<file path="config.mk">
export PLATFORM = sky130hd
export DESIGN_NAME = tw_bus_master
export DESIGN_NICKNAME = d
export VERILOG_FILES = /design/src/rtl/tw_pkg.sv /design/src/rtl/tw_datapath.sv /design/src/rtl/tw_ctrl.sv /design/src/rtl/tw_bus_master.sv
export SDC_FILE = /design/constraint.sdc
export NUM_CORES = 1
export LEC_CHECK = 0
export CORE_UTILIZATION = 63
export DETAILED_ROUTE_END_ITERATION = 7
export DONT_BUFFER_PORTS = 1
export GPL_TIMING_DRIVEN = 1
export PLACE_DENSITY = 0.78
export REMOVE_ABC_BUFFERS = 1
export SKIP_CTS_REPAIR_TIMING = 1
export SYNTH_ARGS = -nofsm -noshare
export SYNTH_HDL_FRONTEND = slang
export SYNTH_SLANG_ARGS = --single-unit
</file>
<file path="constraint.sdc">
create_clock -name clk -period 2.3 [get_ports clk]
set_input_delay 0.69 -clock clk [delete_from_list [all_inputs] [get_ports clk]]
set_output_delay 0.69 -clock clk [all_outputs]
set_load 0.01 [all_outputs]
</file>
<file path="src/rtl/tw_pkg.sv">
package tw_pkg;

  typedef enum logic [2:0] {
    ST_IDLE,
    ST_LOW,
    ST_HIGH,
    ST_WAITWR,
    ST_WAITRD,
    ST_TAIL
  } twState_t;

  // strobes from control to datapath
  typedef struct packed {
    logic loadCmd;
    logic loadWr;
    logic reloadTimer;
    logic shiftOut;
    logic sampleIn;
    logic bitNext;
    logic byteNext;
    logic endCmd;
    logic startGap;
  } twStrobe_t;

endpackage

</file>
<file path="src/rtl/tw_datapath.sv">
module tw_datapath
  import tw_pkg::*;
#(
  parameter int DIV_W     = 8,
  parameter int MAX_BYTES = 32,
  parameter int MIN_GAP   = 4
) (
  input  logic                         clk,
  input  logic                         rstN,
  input  twStrobe_t                    stb,
  input  logic [DIV_W-1:0]             halfCycles,
  input  logic [7:0]                   cmdByte,
  input  logic [$clog2(MAX_BYTES)-1:0] cmdBytesM1,
  input  logic                         cmdRead,
  input  logic [7:0]                   wrData,
  input  logic                         sioIn,
  output logic                         phaseDone,
  output logic                         lastBit,
  output logic                         lastByte,
  output logic                         gapDone,
  output logic                         inCmd,
  output logic                         isRead,
  output logic [7:0]                   shiftReg
);

  localparam int LEN_W = $clog2(MAX_BYTES);
  localparam int GAP_W = $clog2(MIN_GAP + 2);

  logic [DIV_W-1:0] phaseCnt;
  logic [2:0]       bitCnt;
  logic [LEN_W-1:0] bytesLeft;
  logic [GAP_W-1:0] gapCnt;

  assign phaseDone = (phaseCnt == '0);
  assign lastBit   = (bitCnt == 3'd7);
  assign lastByte  = (bytesLeft == '0);
  assign gapDone   = (gapCnt == '0);

  // phase timer: reload, then count down to zero
  always_ff @(posedge clk or negedge rstN) begin
    if (!rstN) begin
      phaseCnt <= '0;
    end else if (stb.loadCmd || stb.reloadTimer) begin
      phaseCnt <= halfCycles;
    end else if (phaseCnt != '0) begin
      phaseCnt <= phaseCnt - DIV_W'(1);
    end
  end

  // shifter, bit and byte counters, mode flags
  always_ff @(posedge clk or negedge rstN) begin
    if (!rstN) begin
      shiftReg  <= '0;
      bitCnt    <= '0;
      bytesLeft <= '0;
      isRead    <= 1'b0;
      inCmd     <= 1'b0;
    end else if (stb.loadCmd) begin
      shiftReg  <= cmdByte;
      bitCnt    <= '0;
      bytesLeft <= cmdBytesM1;
      isRead    <= cmdRead;
      inCmd     <= 1'b1;
    end else begin
      if (stb.loadWr) begin
        shiftReg <= wrData;
      end else if (stb.sampleIn) begin
        shiftReg <= {sioIn, shiftReg[7:1]};
      end else if (stb.shiftOut) begin
        shiftReg <= {1'b0, shiftReg[7:1]};
      end
      if (stb.bitNext)  bitCnt    <= bitCnt + 3'd1;
      if (stb.byteNext) bytesLeft <= bytesLeft - LEN_W'(1);
      if (stb.endCmd)   inCmd     <= 1'b0;
    end
  end

  // enable-low spacing counter
  always_ff @(posedge clk or negedge rstN) begin
    if (!rstN) begin
      gapCnt <= '0;
    end else if (stb.startGap) begin
      gapCnt <= GAP_W'(MIN_GAP);
    end else if (gapCnt != '0) begin
      gapCnt <= gapCnt - GAP_W'(1);
    end
  end

endmodule

</file>
<file path="src/rtl/tw_ctrl.sv">
module tw_ctrl
  import tw_pkg::*;
(
  input  logic      clk,
  input  logic      rstN,
  input  logic      cmdValid,
  input  logic      wrValid,
  input  logic      rdReady,
  input  logic      phaseDone,
  input  logic      lastBit,
  input  logic      lastByte,
  input  logic      gapDone,
  input  logic      inCmd,
  input  logic      isRead,
  output twStrobe_t stb,
  output logic      cmdReady,
  output logic      wrReady,
  output logic      rdValid,
  output logic      ceOut,
  output logic      sclkOut,
  output logic      sioOe
);

  twState_t state, stateNext;
  logic     ceReg;
  logic     driving;

  assign driving  = inCmd || !isRead;
  assign cmdReady = (state == ST_IDLE) && gapDone;
  assign wrReady  = (state == ST_WAITWR);
  assign rdValid  = (state == ST_WAITRD);
  assign sclkOut  = (state == ST_HIGH);
  assign ceOut    = ceReg;
  assign sioOe    = driving &&
                    ((state == ST_LOW) || (state == ST_HIGH) || (state == ST_WAITWR));

  always_comb begin
    stb       = '0;
    stateNext = state;
    unique case (state)
      ST_IDLE: begin
        if (cmdValid && gapDone) begin
          stb.loadCmd = 1'b1;
          stateNext   = ST_LOW;
        end
      end
      ST_LOW: begin
        if (phaseDone) begin
          if (!driving) begin
            stb.sampleIn = 1'b1;
            if (lastBit) begin
              stateNext = ST_WAITRD;
            end else begin
              stb.reloadTimer = 1'b1;
              stateNext       = ST_HIGH;
            end
          end else begin
            stb.reloadTimer = 1'b1;
            stateNext       = ST_HIGH;
          end
        end
      end
      ST_WAITRD: begin
        if (rdReady) begin
          stb.reloadTimer = 1'b1;
          stateNext       = ST_HIGH;
        end
      end
      ST_HIGH: begin
        if (phaseDone) begin
          stb.bitNext = 1'b1;
          if (!lastBit) begin
            stb.shiftOut    = driving;
            stb.reloadTimer = 1'b1;
            stateNext       = ST_LOW;
          end else if (inCmd) begin
            stb.endCmd = 1'b1;
            if (isRead) begin
              stb.reloadTimer = 1'b1;
              stateNext       = ST_LOW;
            end else begin
              stateNext = ST_WAITWR;
            end
          end else if (lastByte) begin
            stb.reloadTimer = 1'b1;
            stateNext       = ST_TAIL;
          end else begin
            stb.byteNext = 1'b1;
            if (isRead) begin
              stb.reloadTimer = 1'b1;
              stateNext       = ST_LOW;
            end else begin
              stateNext = ST_WAITWR;
            end
          end
        end
      end
      ST_WAITWR: begin
        if (wrValid) begin
          stb.loadWr      = 1'b1;
          stb.reloadTimer = 1'b1;
          stateNext       = ST_LOW;
        end
      end
      ST_TAIL: begin
        if (phaseDone) begin
          stb.startGap = 1'b1;
          stateNext    = ST_IDLE;
        end
      end
      default: stateNext = ST_IDLE;
    endcase
  end

  always_ff @(posedge clk or negedge rstN) begin
    if (!rstN) begin
      state <= ST_IDLE;
      ceReg <= 1'b0;
    end else begin
      state <= stateNext;
      if (stb.loadCmd)       ceReg <= 1'b1;
      else if (stb.startGap) ceReg <= 1'b0;
    end
  end

endmodule

</file>
<file path="src/rtl/tw_bus_master.sv">
module tw_bus_master
  import tw_pkg::*;
#(
  parameter int DIV_W     = 8,
  parameter int MAX_BYTES = 32,
  parameter int MIN_GAP   = 4
) (
  input  logic                         clk,
  input  logic                         rstN,
  input  logic [DIV_W-1:0]             halfCycles,
  input  logic                         cmdValid,
  output logic                         cmdReady,
  input  logic [7:0]                   cmdByte,
  input  logic [$clog2(MAX_BYTES)-1:0] cmdBytesM1,
  input  logic                         cmdRead,
  input  logic                         wrValid,
  output logic                         wrReady,
  input  logic [7:0]                   wrData,
  output logic                         rdValid,
  input  logic                         rdReady,
  output logic [7:0]                   rdData,
  output logic                         busy,
  output logic                         ceOut,
  output logic                         sclkOut,
  output logic                         sioOut,
  output logic                         sioOe,
  input  logic                         sioIn
);

  twStrobe_t  stb;
  logic       phaseDone, lastBit, lastByte, gapDone, inCmd, isRead;
  logic [7:0] shiftReg;

  tw_ctrl u_ctrl (
    .clk      (clk),
    .rstN     (rstN),
    .cmdValid (cmdValid),
    .wrValid  (wrValid),
    .rdReady  (rdReady),
    .phaseDone(phaseDone),
    .lastBit  (lastBit),
    .lastByte (lastByte),
    .gapDone  (gapDone),
    .inCmd    (inCmd),
    .isRead   (isRead),
    .stb      (stb),
    .cmdReady (cmdReady),
    .wrReady  (wrReady),
    .rdValid  (rdValid),
    .ceOut    (ceOut),
    .sclkOut  (sclkOut),
    .sioOe    (sioOe)
  );

  tw_datapath #(
    .DIV_W    (DIV_W),
    .MAX_BYTES(MAX_BYTES),
    .MIN_GAP  (MIN_GAP)
  ) u_dp (
    .clk       (clk),
    .rstN      (rstN),
    .stb       (stb),
    .halfCycles(halfCycles),
    .cmdByte   (cmdByte),
    .cmdBytesM1(cmdBytesM1),
    .cmdRead   (cmdRead),
    .wrData    (wrData),
    .sioIn     (sioIn),
    .phaseDone (phaseDone),
    .lastBit   (lastBit),
    .lastByte  (lastByte),
    .gapDone   (gapDone),
    .inCmd     (inCmd),
    .isRead    (isRead),
    .shiftReg  (shiftReg)
  );

  assign sioOut = shiftReg[0];
  assign rdData = shiftReg;
  assign busy   = ceOut;

endmodule

</file>
Word-level counts from Yosys, hierarchy flattened
Cells that the tools add are included.

Register bits: 33. Input bits: 36. Output and inout port bits: 16. Logic and storage cells: 103.

Add/sub/neg operators: 4. Equality and inequality tests: 12. Muxes and demuxes: 56. Reductions and logical operators: 22.

Operators with widths (number): two-way mux 3 bit (17); two-way mux 8 bit (6); two-way mux 1 bit (25); case mux 3 bit (6 select lines) (1); nonzero test 2 bit (6); two-way mux 5 bit (2); equality test 3 bit, second input constant (3); zero test 8 bit (1); two-way mux 2 bit (4); inequality test 2 bit, second input constant (4); nonzero test 8 bit (1); subtractor 8 x 1 -> 8 bit, second input constant (1); equality test 3 x 2 -> 1 bit, second input constant (2); zero test 3 bit (2); AND reduction 6 bit (1); zero test 5 bit (1); subtractor 5 x 1 -> 5 bit, second input constant (1); logical OR 1 bit (4); inequality test 2 x 1 -> 1 bit, second input constant (2); case mux 1 bit (4 select lines) (1); nonzero test 4 bit (1); adder 3 x 1 -> 3 bit, second input constant (1); equality test 3 x 1 -> 1 bit, second input constant (1); logical AND 1 bit (3); other kinds (3) (3).

Depth between registers and ports, before layout
Gate-level depths: netlist of run 1.

Depth after elaboration: 10. Gate-level depth with buffers: 10. Depth with buffers taken out: 7.

Hierarchy
A second synthesis of run 1 with hierarchy kept.

Cell total of the unflattened synthesis: 219. Area, all modules: 2054.5 sq um.

By module, submodules not included: tw_datapath (instances 1, cells each 160, area each 1600.3 sq um, sequential area each 725.7 sq um); tw_ctrl (instances 1, cells each 57, area each 439.2 sq um, sequential area each 100.1 sq um); tw_bus_master (instances 1, cells each 2, area each 15.0 sq um, sequential area each 0.0 sq um).

Worst setup path after synthesis of run 1
No wires, ideal clock.

Path kind: register -> register. Start point: register u_dp.gapCnt[0]. End point: register u_dp.shiftReg[0]. Library setup time: 0.125 ns. Data arrival time: 1.997 ns. Required time: 2.175 ns. Setup slack: 0.179 ns. Stages on the path, launching flop included: 10. Buffers on the path: 2. Period minus slack after synthesis: 2.121 ns. Cell sequence: dfrtp_1 -> inv_1 -> ha_1 -> nor2b_1 -> clkbuf_1 -> nand3_1 -> clkbuf_1 -> o211ai_1 -> a21oi_2 -> mux2_2.

Cells in the longest elaborated chain, start to end: 5. Elaborated cells on any way between the ends: 6. Those cells by class: mux (3); reduce/logical (3).

RTL lines: from (decl) (line tw_datapath.sv:32) `logic [GAP_W-1:0] gapCnt;`; from (signal assigned) (line tw_datapath.sv:83) `gapCnt <= GAP_W'(MIN_GAP);`; from (signal assigned) (line tw_datapath.sv:85) `gapCnt <= gapCnt - GAP_W'(1);`; zero test 3 bit (*) (line tw_datapath.sv:37) `assign gapDone = (gapCnt == '0);`; logical AND 1 bit (*) (line tw_ctrl.sv:42) `if (cmdValid && gapDone) begin`; two-way mux 1 bit (*) (line tw_ctrl.sv:42); two-way mux 1 bit (*) (line tw_ctrl.sv:40) `unique case (state)`; nonzero test 4 bit (no line) / two-way mux 8 bit (equally long branches); to (signal assigned) (line tw_datapath.sv:66) `shiftReg <= wrData;`; to (signal assigned) (line tw_datapath.sv:68) `shiftReg <= {sioIn, shiftReg[7:1]};`; to (signal assigned) (line tw_datapath.sv:70) `shiftReg <= {1'b0, shiftReg[7:1]};`; to (decl) (line tw_datapath.sv:23) `output logic [7:0] shiftReg`.

Mark *: on every way between the ends. The rest lies on a longest branch, timed or not. A chain may end at the register's enable or synchronous reset.

Worst setup path after layout of run 1
Start point: register u_dp.phaseCnt[0]. End point: register u_dp.phaseCnt[6].

Cells in the longest elaborated chain, start to end: 5. Elaborated cells on any way between the ends: 10. Those cells by class: add/sub (1); mux (5); reduce/logical (4).

RTL lines: from (decl) (line tw_datapath.sv:29) `logic [DIV_W-1:0] phaseCnt;`; from (signal assigned) (line tw_datapath.sv:44) `phaseCnt <= halfCycles;`; from (signal assigned) (line tw_datapath.sv:46) `phaseCnt <= phaseCnt - DIV_W'(1);`; parallel branches: the longest is 5 deep, another holds subtractor 8 x 1 -> 8 bit.

Parallel ways; which one is timed is not known. The select of a mux whose other input is x is not followed.

==> run_results.csv, run 1 <==
group,metric,value,unit
pwr,p_total,2.66,mW
synthesis,synth-edff-count,0,
floorplanning,initial_core_util,0.667,
run_status,status,"finished clean",
timing,finClkSkew,0.00720,ns
detailed_routing,antenna_left,0,
cells_and_area,area_growth,6.52,%
worst_setup_path,rr_endpoint,"u_dp.phaseCnt[6]",
worst_setup_path,required,2.53,ns
timing,hold_ws,0.0283,ns
clock_tree,clk_latency,0.34,ns
cells_and_area,diodes,0,
clock_tree,htree_levels,2,
worst_setup_path,r2r_slack,0.14,ns
pwr,irDropWorstVdd,673,uV
synthesis,ys_seq_area_frac,0.406,
grt,grt.overflow.total,0,
hold_path,hp-class,"in2async",
synthesis,yosys_warnings,0,
worst_setup_path,worst_ep_arrival_time,2.40,ns
job,max-cap-violations,0,
placement,gp_congestion,0.902,
synthesis,synth_seq_cells,33,
cells_and_area,layout_commonest_cell,"dfrtp_1",
floorplanning,die_h,58.8,um
timing,fmax,462,MHz
timing,tns,0,ns
clock_tree,root_buffer,"clkbuf_4",
cells_and_area,layout-drive-gt1-share,0.186,
timing,setup_viol,0,
synthesis,async_reset_ff_frac,1.00,
placement,hpwlAfterDp,3100,um
detailed_routing,routed_via_density,5.97,
synthesis,synth.distinct_cells,46,
detailed_routing,route.detailed.drc,0,
timing,slew_headroom,0.676,
worst_setup_path,endpoint,"u_dp.phaseCnt[6]",
floorplanning,die_w,58.8,um
worst_setup_path,rr_startpoint,"u_dp.phaseCnt[0]",
cells_and_area,fillers,257,
cells_and_area,layout_common_cells,"dfrtp_1 (33), nand2_1 (28), o21ai_0 (19)",
worst_setup_path,start_kind,"flop",
grt,grt_first_pass_wirelength,6630,um
cells_and_area,final_area,2170,um2
detailed_routing,wl_per_cell,15.6,um
cells_and_area,instances_no_fill,264,
cells_and_area,final_nets,263,
placement,dp.cells,256,
synthesis,synth_area,2040,um2
timing,rsz0062_at_grt,"no",
detailed_routing,dr.pass1.iters,4,
clock_tree,tritoncts,"done",
detailed_routing,drt_iter0_markers,55,
pwr,p_per_area,1230,nW/um2
floorplanning,core,3050,um2
worst_setup_path,critPathKind,"reg2reg",
clock_tree,clock-sinks,33,
worst_setup_path,ff2ff_path_depth,6,
timing,hold_violations,0,
clock_tree,cts_made_buffers,5,
floorplanning,dieArea,3460,um2
placement,placed_area,2080,um2
synthesis,postSynthAreaPerCell,9.38,um2
detailed_routing,vias,1576,
timing,tightest_slew,0.482,ns
timing,slew_viol_final,0,
pwr,leakage,0.984,nW
worst_setup_path,crit_start,"u_dp.phaseCnt[0]",
grt,grt_pass1_vias,1516,
placement,io_buffers,0,
timing,fin_crit,2.16,ns
floorplanning,io_pins,52,
detailed_routing,wl,4110,um
timing,fin_crit_sh,0.940,
grt,grtUsageTotal,0.262,
worst_setup_path,crit_fanout,8,
floorplanning,rows,20,
worst_setup_path,crit_path_end_kind,"flop",
clock_tree,cts.clk_slew.worst_paths,0.10,ns
grt,grt_max_degree,34,
synthesis,yosys_most_used_dff,"dfrtp_1",
grt,antenna_found_initial,0,
clock_tree,clockBufferDepth,2,
synthesis,syn_inst,217,
[sequential cells by signal (all words and copies together), names as in the netlist]
signal,cells
u_ctrl.ceOut,1
u_ctrl.state,3
u_dp.bitCnt,3
u_dp.bytesLeft,5
u_dp.gapCnt,3
u_dp.inCmd,1
u_dp.isRead,1
u_dp.phaseCnt,8
u_dp.shiftReg,8
[through the flow]
| stage | setup WS (ns) | utilization |
|---|---|---|
| 2_1_floorplan | 0.189 | - |
| 3_3_place_gp | 0.208 | 0.682 |
| 3_5_place_dp | 0.0791 | 0.682 |
| 4_1_cts | -0.0745 | 0.705 |
| 5_1_grt | 0.0259 | 0.710 |
| 6_report | 0.137 | 0.710 |
[worst min-delay path by stage]
stage               startpoint               end  slack [ns]  cells after the start
global placement          rstN  u_dp.phaseCnt[3]        0.40                      0
global route              rstN  u_dp.phaseCnt[7]       0.001                      0
detailed placement        rstN  u_dp.phaseCnt[7]        0.40                      0
CTS                       rstN  u_dp.phaseCnt[5]        0.02                      0
floorplan                 rstN      u_ctrl.ceOut        0.39                      0
finish                    rstN  u_dp.phaseCnt[5]        0.03                      0
[Yosys cell counts, types with 3 or more instances]
| cell | count | share of area |
|---|---|---|
| or4_1 | 3 | 0.011 |
| dfrtp_1 | 33 | 0.41 |
| nor2b_1 | 4 | 0.012 |
| a21oi_1 | 3 | 0.0074 |
| mux2i_1 | 9 | 0.044 |
| and2_1 | 3 | 0.0092 |
| inv_1 | 11 | 0.020 |
| xnor2_1 | 4 | 0.017 |
| nor2_1 | 13 | 0.024 |
| mux2_2 | 16 | 0.089 |
| nand3_1 | 8 | 0.020 |
| o21ai_0 | 19 | 0.047 |
| nand2_1 | 28 | 0.052 |
| clkbuf_1 | 7 | 0.013 |
| nor3_1 | 8 | 0.020 |
| o31ai_1 | 4 | 0.015 |
| ha_1 | 8 | 0.049 |
[final cells by class]
class | count | area, um2 | share of cell area
multi-input combinational | 160 | 1120 | 0.516
sequential | 33 | 826 | 0.381
clock buffer | 7 | 65.1 | 0.0300
tap | 44 | 55.1 | 0.0254
timing repair buffer | 7 | 52.6 | 0.0242
inverter | 12 | 45.0 | 0.0208
clock inverter | 1 | 5.00 | 0.00231
[where the power goes]
part / internal [mW] / leakage [nW] / switching (mW)
clock network: 0.177 / 0.0413 / 0.200
registers: 0.846 / 0.397 / 0.277
logic: 0.581 / 0.545 / 0.582
total: 1.60 / 0.984 / 1.06
[cell families after synthesis]
group | synth area share
fa+ha+maj | 0.0492
buf+inv | 0.0529
compound gates | 0.122
simple gates | 0.211
flops | 0.406
xor+xnor | 0.0258
mux | 0.133
[worst max-delay path: stages (launching register included)]
cell,delay [ns]
dfrtp_1,0.40
inv_1,0.09
ha_1,0.21
nor2b_2,0.19
and4_2,0.31
a211oi_4,0.46
mux2_2,0.40
[routing by layer]
layer  vias to the layer above  track usage  share of wire
li1                        762            -              -
met1                       771        0.293           0.40
met2                        36        0.463           0.54
met3                         7       0.0791          0.046
met4                         0        0.105          0.012
met5                         -            0              0
(Power assumes the default switching activity.)
==> inputs of run 2 (changes only) <==
CORE_ASPECT_RATIO = 0.8   (was unset)
==> run_results.csv, run 2 (synthesized netlist as in run 1, its figures left out) <==
group,metric,value,unit
cells_and_area,final_area,2200,um2
placement,placed_area,2090,um2
clock_tree,htree_levels,2,
detailed_routing,vias,1610,
floorplanning,die_h,52.8,um
worst_setup_path,crit_fanout,8,
detailed_routing,dr.pass1.iters,4,
cells_and_area,final_nets,265,
pwr,p_per_area,1270,nW/um2
worst_setup_path,start_kind,"flop",
worst_setup_path,critPathKind,"reg2reg",
floorplanning,io_pins,52,
floorplanning,rows,18,
floorplanning,core,3090,um2
timing,setup_viol,0,
pwr,swShare,0.387,
grt,grt_first_pass_wirelength,6850,um
cells_and_area,instances_no_fill,262,
clock_tree,tritoncts,"done",
detailed_routing,antenna_left,0,
run_status,status,"finished clean",
clock_tree,root_buffer,"clkbuf_8",
hold_path,hp-class,"in2async",
grt,grt_max_degree,34,
timing,fin_crit,2.16,ns
pwr,leakage,1.00,nW
pwr,internal_power,1.71,mW
detailed_routing,route.detailed.drc,0,
detailed_routing,routed_via_density,6.15,
timing,fin_crit_sh,0.940,
worst_setup_path,worst_ep_arrival_time,2.33,ns
worst_setup_path,crit_path_end_kind,"flop",
placement,io_buffers,0,
placement,dp.cells,254,
floorplanning,dieArea,3460,um2
clock_tree,cts_made_buffers,5,
cells_and_area,layout_common_cells,"dfrtp_1 (33), nand2_1 (28), o21ai_0 (19)",
job,max-cap-violations,0,
placement,hpwlAfterDp,3080,um
timing,tightest_slew,0.505,ns
pwr,combPwrFrac,0.427,
cells_and_area,layout_commonest_cell,"dfrtp_1",
timing,slew_headroom,0.662,
worst_setup_path,ff2ff_path_depth,6,
grt,grt.overflow.total,0,
timing,slew_viol_final,0,
pwr,pwr-share-seq,0.400,
cells_and_area,layout-drive-gt1-share,0.185,
timing,fin_ws,0.139,ns
timing,rsz0062_at_grt,"no",
floorplanning,die_w,65.6,um
clock_tree,clock-sinks,33,
detailed_routing,wl_per_cell,16.1,um
pwr,clkPwrFrac,0.173,
timing,fmax,463,MHz
timing,tns,0,ns
pwr,irDropWorstVdd,750,uV
pwr,switchingPower,1.08,mW
grt,grtUsageTotal,0.270,
timing,finClkSkew,0.00557,ns
placement,gp_congestion,0.867,
timing,hold_violations,0,
cells_and_area,area_growth,8.05,%
cells_and_area,diodes,0,
clock_tree,clk_latency,0.28,ns
placement,dp_slack,0.112,ns
clock_tree,clockBufferDepth,2,
detailed_routing,drt_iter0_markers,80,
grt,antenna_found_initial,0,
worst_setup_path,required,2.47,ns
floorplanning,initial_core_util,0.660,
cells_and_area,largestRegisters,"u_dp.phaseCnt: 8 flops, u_dp.shiftReg: 8 flops, u_dp.bytesLeft: 5 flops",
clock_tree,cts.clk_slew.worst_paths,0.07,ns
detailed_routing,wl,4220,um
grt,grt_pass1_vias,1541,
## run 2: cell count changes in the layout (fill, tap and decap cells not counted)
cell      previous run  this run
nor2b_2              1         0
clkbuf_4             5         0
nor2b_1              2         4
buf_4                7         9
nor2b_4              1         0
clkbuf_8             2         7
## run 2: per-layer routing
| layer | vias up | track usage | share of wire |
|---|---|---|---|
| met1 | 771 | 0.337 | 0.42 |
| met2 | 65 | 0.443 | 0.49 |
| met3 | 11 | 0.0804 | 0.072 |
| met5 | - | 0 | 0 |
| li1 | 763 | - | - |
| met4 | 0 | 0.101 | 0.015 |
## run 2: critical path, stage by stage (launching register included)
cell and delay, ns:
dfrtp_1 0.39, inv_1 0.09, ha_1 0.20, nor2b_1 0.17, and4_2 0.31, a211oi_4 0.49, mux2_2 0.39
## run 2: through the flow
| step | power, mW | util | hold slack [ns] |
|---|---|---|---|
| 2_1_floorplan | 2.00 | - | 0.394 |
| 3_3_place_gp | 2.20 | 0.678 | 0.395 |
| 3_5_place_dp | 2.29 | 0.678 | 0.395 |
| 4_1_cts | 2.78 | 0.710 | 0.0923 |
| 5_1_grt | 2.99 | 0.713 | 0.0835 |
| 6_report | 2.79 | 0.713 | 0.0947 |
## run 2: area by class of cell
cell class | count | area [um2]
multi-input combinational | 160 | 1110
fill | 234 | 886
sequential | 33 | 826
clock buffer | 7 | 96.3
timing repair buffer | 9 | 67.6
tap | 40 | 50.0
inverter | 12 | 45.0
clock inverter | 1 | 5.00
## run 2: final timing paths
kind / start / to / slack, ns
worst min register to register: u_dp.isRead / u_dp.isRead / 0.52
worst min-delay path: rstN / u_ctrl.ceOut / 0.09
worst max-delay path: u_dp.phaseCnt[0] / u_dp.phaseCnt[6] / 0.14
max in group asynchronous: rstN / u_dp.phaseCnt[6] / 2.11
min in group clk: u_dp.isRead / u_dp.isRead / 0.52
worst max register to register: u_dp.phaseCnt[0] / u_dp.phaseCnt[6] / 0.14
## run 2: power groups by stage
stage / combinational (mW) / sequential [mW] / clock (mW)
after global placement: 1.10 / 1.10 / 0
after detailed placement: 1.17 / 1.12 / 0
after floorplan: 0.942 / 1.06 / 0
after CTS: 1.18 / 1.11 / 0.487
after global routing: 1.33 / 1.15 / 0.511
final: 1.19 / 1.11 / 0.482
==> inputs of run 3 (changes only) <==
ABC_AREA = 1   (was unset)
==> run_results.csv, run 3 <==
group,metric,value,unit
clock_tree,clk_latency,0.30,ns
timing,finClkSkew,0.00954,ns
grt,grt_max_degree,34,
synthesis,syn_inst,312,
synthesis,synth.top_cell.area_share,0.365,
floorplanning,initial_core_util,0.660,
floorplanning,core,3420,um2
detailed_routing,vias,1954,
worst_setup_path,critPathKind,"reg2out",
placement,io_buffers,0,
pwr,irDropWorstVdd,703,uV
detailed_routing,dr.pass1.iters,4,
grt,antenna_found_initial,0,
worst_setup_path,required,1.61,ns
pwr,leakage,1.22,nW
worst_setup_path,worst_ep_arrival_time,1.37,ns
clock_tree,clockBufferDepth,2,
clock_tree,cts.clk_slew.worst_paths,0.07,ns
timing,fmax,485,MHz
cells_and_area,area_growth,4.87,%
clock_tree,clock-sinks,33,
worst_setup_path,crit_fanout,7,
cells_and_area,instances_no_fill,354,
floorplanning,rows,19,
hold_path,hp-class,"in2async",
synthesis,yosys_most_used_dff,"dfrtp_1",
floorplanning,die_h,55.6,um
worst_setup_path,start_kind,"flop",
synthesis,async_reset_ff_frac,1.00,
cells_and_area,layout-drive-gt1-share,0.112,
timing,tns,0,ns
detailed_routing,antenna_left,0,
detailed_routing,routed_via_density,5.52,
cells_and_area,largestRegisters,"u_dp.phaseCnt: 8 flops, u_dp.shiftReg: 8 flops, u_dp.bytesLeft: 5 flops",
run_status,status,"finished clean",
clock_tree,root_buffer,"clkbuf_8",
placement,hpwlAfterDp,3310,um
synthesis,yosys-top-cells-area,"dfrtp_1 (37%), nand2_1 (16%), inv_1 (5.6%)",
pwr,p_total,2.84,mW
grt,grt_pass1_vias,1775,
synthesis,yosysMostFrequentCell,"nand2_1",
timing,slew_viol_final,0,
pwr,p_per_area,1200,nW/um2
timing,slew_headroom,0.589,
clock_tree,cts_made_buffers,5,
cells_and_area,layout_common_cells,"nand2_1 (96), inv_1 (34), dfrtp_1 (33)",
worst_setup_path,cp.depth,2,
synthesis,synth_largest_area_cell,"dfrtp_1",
timing,tightest_slew,0.612,ns
synthesis,ys_seq_area_frac,0.365,
clock_tree,htree_levels,2,
worst_setup_path,crit_path_end_kind,"output pin",
worst_setup_path,path_buf_inv,1,
worst_setup_path,cp_slowest_cell,"nor3_1",
synthesis,synth_seq_cells,33,
timing,hold_violations,0,
placement,gp_congestion,0.870,
timing,rsz0062_at_grt,"no",
synthesis,synth_area,2260,um2
synthesis,synth-edff-count,0,
cells_and_area,layout_commonest_cell,"nand2_1",
synthesis,ys_top_cells_by_count,"nand2_1 (96), inv_1 (34), dfrtp_1 (33)",
cells_and_area,diodes,0,
detailed_routing,wl_per_cell,12.7,um
floorplanning,io_pins,52,
detailed_routing,drt_iter0_markers,133,
timing,setup_viol,0,
worst_setup_path,ff2ff_path_depth,9,
worst_setup_path,max_stage_delay,0.49,ns
cells_and_area,final_nets,355,
detailed_routing,wl,4510,um
floorplanning,die_w,69.0,um
clock_tree,tritoncts,"done",
grt,grtUsageTotal,0.271,
worst_setup_path,critPathTopFamily,"simple AND/OR/NAND/NOR gates",
timing,fin_crit_sh,0.896,
detailed_routing,route.detailed.drc,0,
grt,grt.overflow.total,0,
job,max-cap-violations,0,
synthesis,synth.distinct_cells,34,
timing,fin_crit,2.06,ns
synthesis,postSynthAreaPerCell,7.25,um2
placement,dp.cells,346,
floorplanning,dieArea,3830,um2
synthesis,yosys_warnings,0,
grt,grt_first_pass_wirelength,7630,um
worst_setup_path,path_cells,"inv_2, nor3_1",
## run 3: cell count changes after synthesis, moves of 9 or more
| cell | before | now |
|---|---|---|
| nand3_1 | 8 | 17 |
| inv_1 | 11 | 34 |
| mux2_2 | 16 | 0 |
| nand4_1 | 1 | 14 |
| mux2i_1 | 9 | 0 |
| nand2_1 | 28 | 96 |
| o21ai_1 | 0 | 9 |
| nor2_1 | 13 | 32 |
## run 3: worst paths after layout
path	endpoint	slack, ns	startpoint
worst max-delay path	rdValid	0.24	u_ctrl.state[2]
worst min-delay path	u_dp.gapCnt[1]	0.08	rstN
worst max register to register	u_dp.shiftReg[2]	0.39	u_ctrl.state[0]
worst min register to register	u_dp.bitCnt[2]	0.48	u_dp.bitCnt[2]
max in group asynchronous	u_dp.phaseCnt[6]	2.14	rstN
min in group clk	u_dp.bitCnt[2]	0.48	u_dp.bitCnt[2]
## run 3: report_power, final
part | total (mW) | switching [mW] | internal, mW
sequential | 1.03 | 0.235 | 0.791
clock | 0.569 | 0.216 | 0.353
combinational | 1.24 | 0.782 | 0.461
total | 2.84 | 1.23 | 1.61
## run 3: final cells by class
cell class	instances	area (um2)
clock inverters	1	30.0
multi-input cells	230	1220
flip-flops and latches	33	826
clock buffers	7	86.3
fillers	291	1050
repair buffers	1	7.51
inverters	40	150
well taps	42	52.6
## run 3: kinds of logic after synthesis
kind of cell    count (synthesis)  synth area share
xor+xnor                        5            0.0194
flops                          33             0.365
fa+ha+maj                       8            0.0443
simple gates                  182             0.391
buf+inv                        49            0.0957
compound gates                 35            0.0847
## run 3: metal layers
metal	vias to the layer above	global-route usage	wire length [um]
met1	887	0.399	2200
li1	1005	-	-
met3	8	0.102	349
met4	0	0.108	99
met5	-	0	0
met2	54	0.355	1860
## run 3: per-stage QoR
stage                     utilization  hold WS [ns]  cell area (um2)  setup slack [ns]
after floorplan                     -         0.394             2190             0.481
after global placement          0.659         0.395             2250             0.401
after detailed placement        0.659         0.395             2250             0.392
after CTS                       0.693        0.0802             2370             0.261
after global routing            0.693        0.0668             2370             0.180
final                           0.693        0.0790             2370             0.238
## run 3: worst register-to-register path, stage by stage, from the launching register on
cell and delay [ns]:
dfrtp_1 0.49, nor2_1 0.22, nand2_1 0.12, nor2_2 0.19
nand2_2 0.21, buf_4 0.27, nor2_1 0.13, a31oi_1 0.05
nand2_1 0.08, nand2_1 0.05
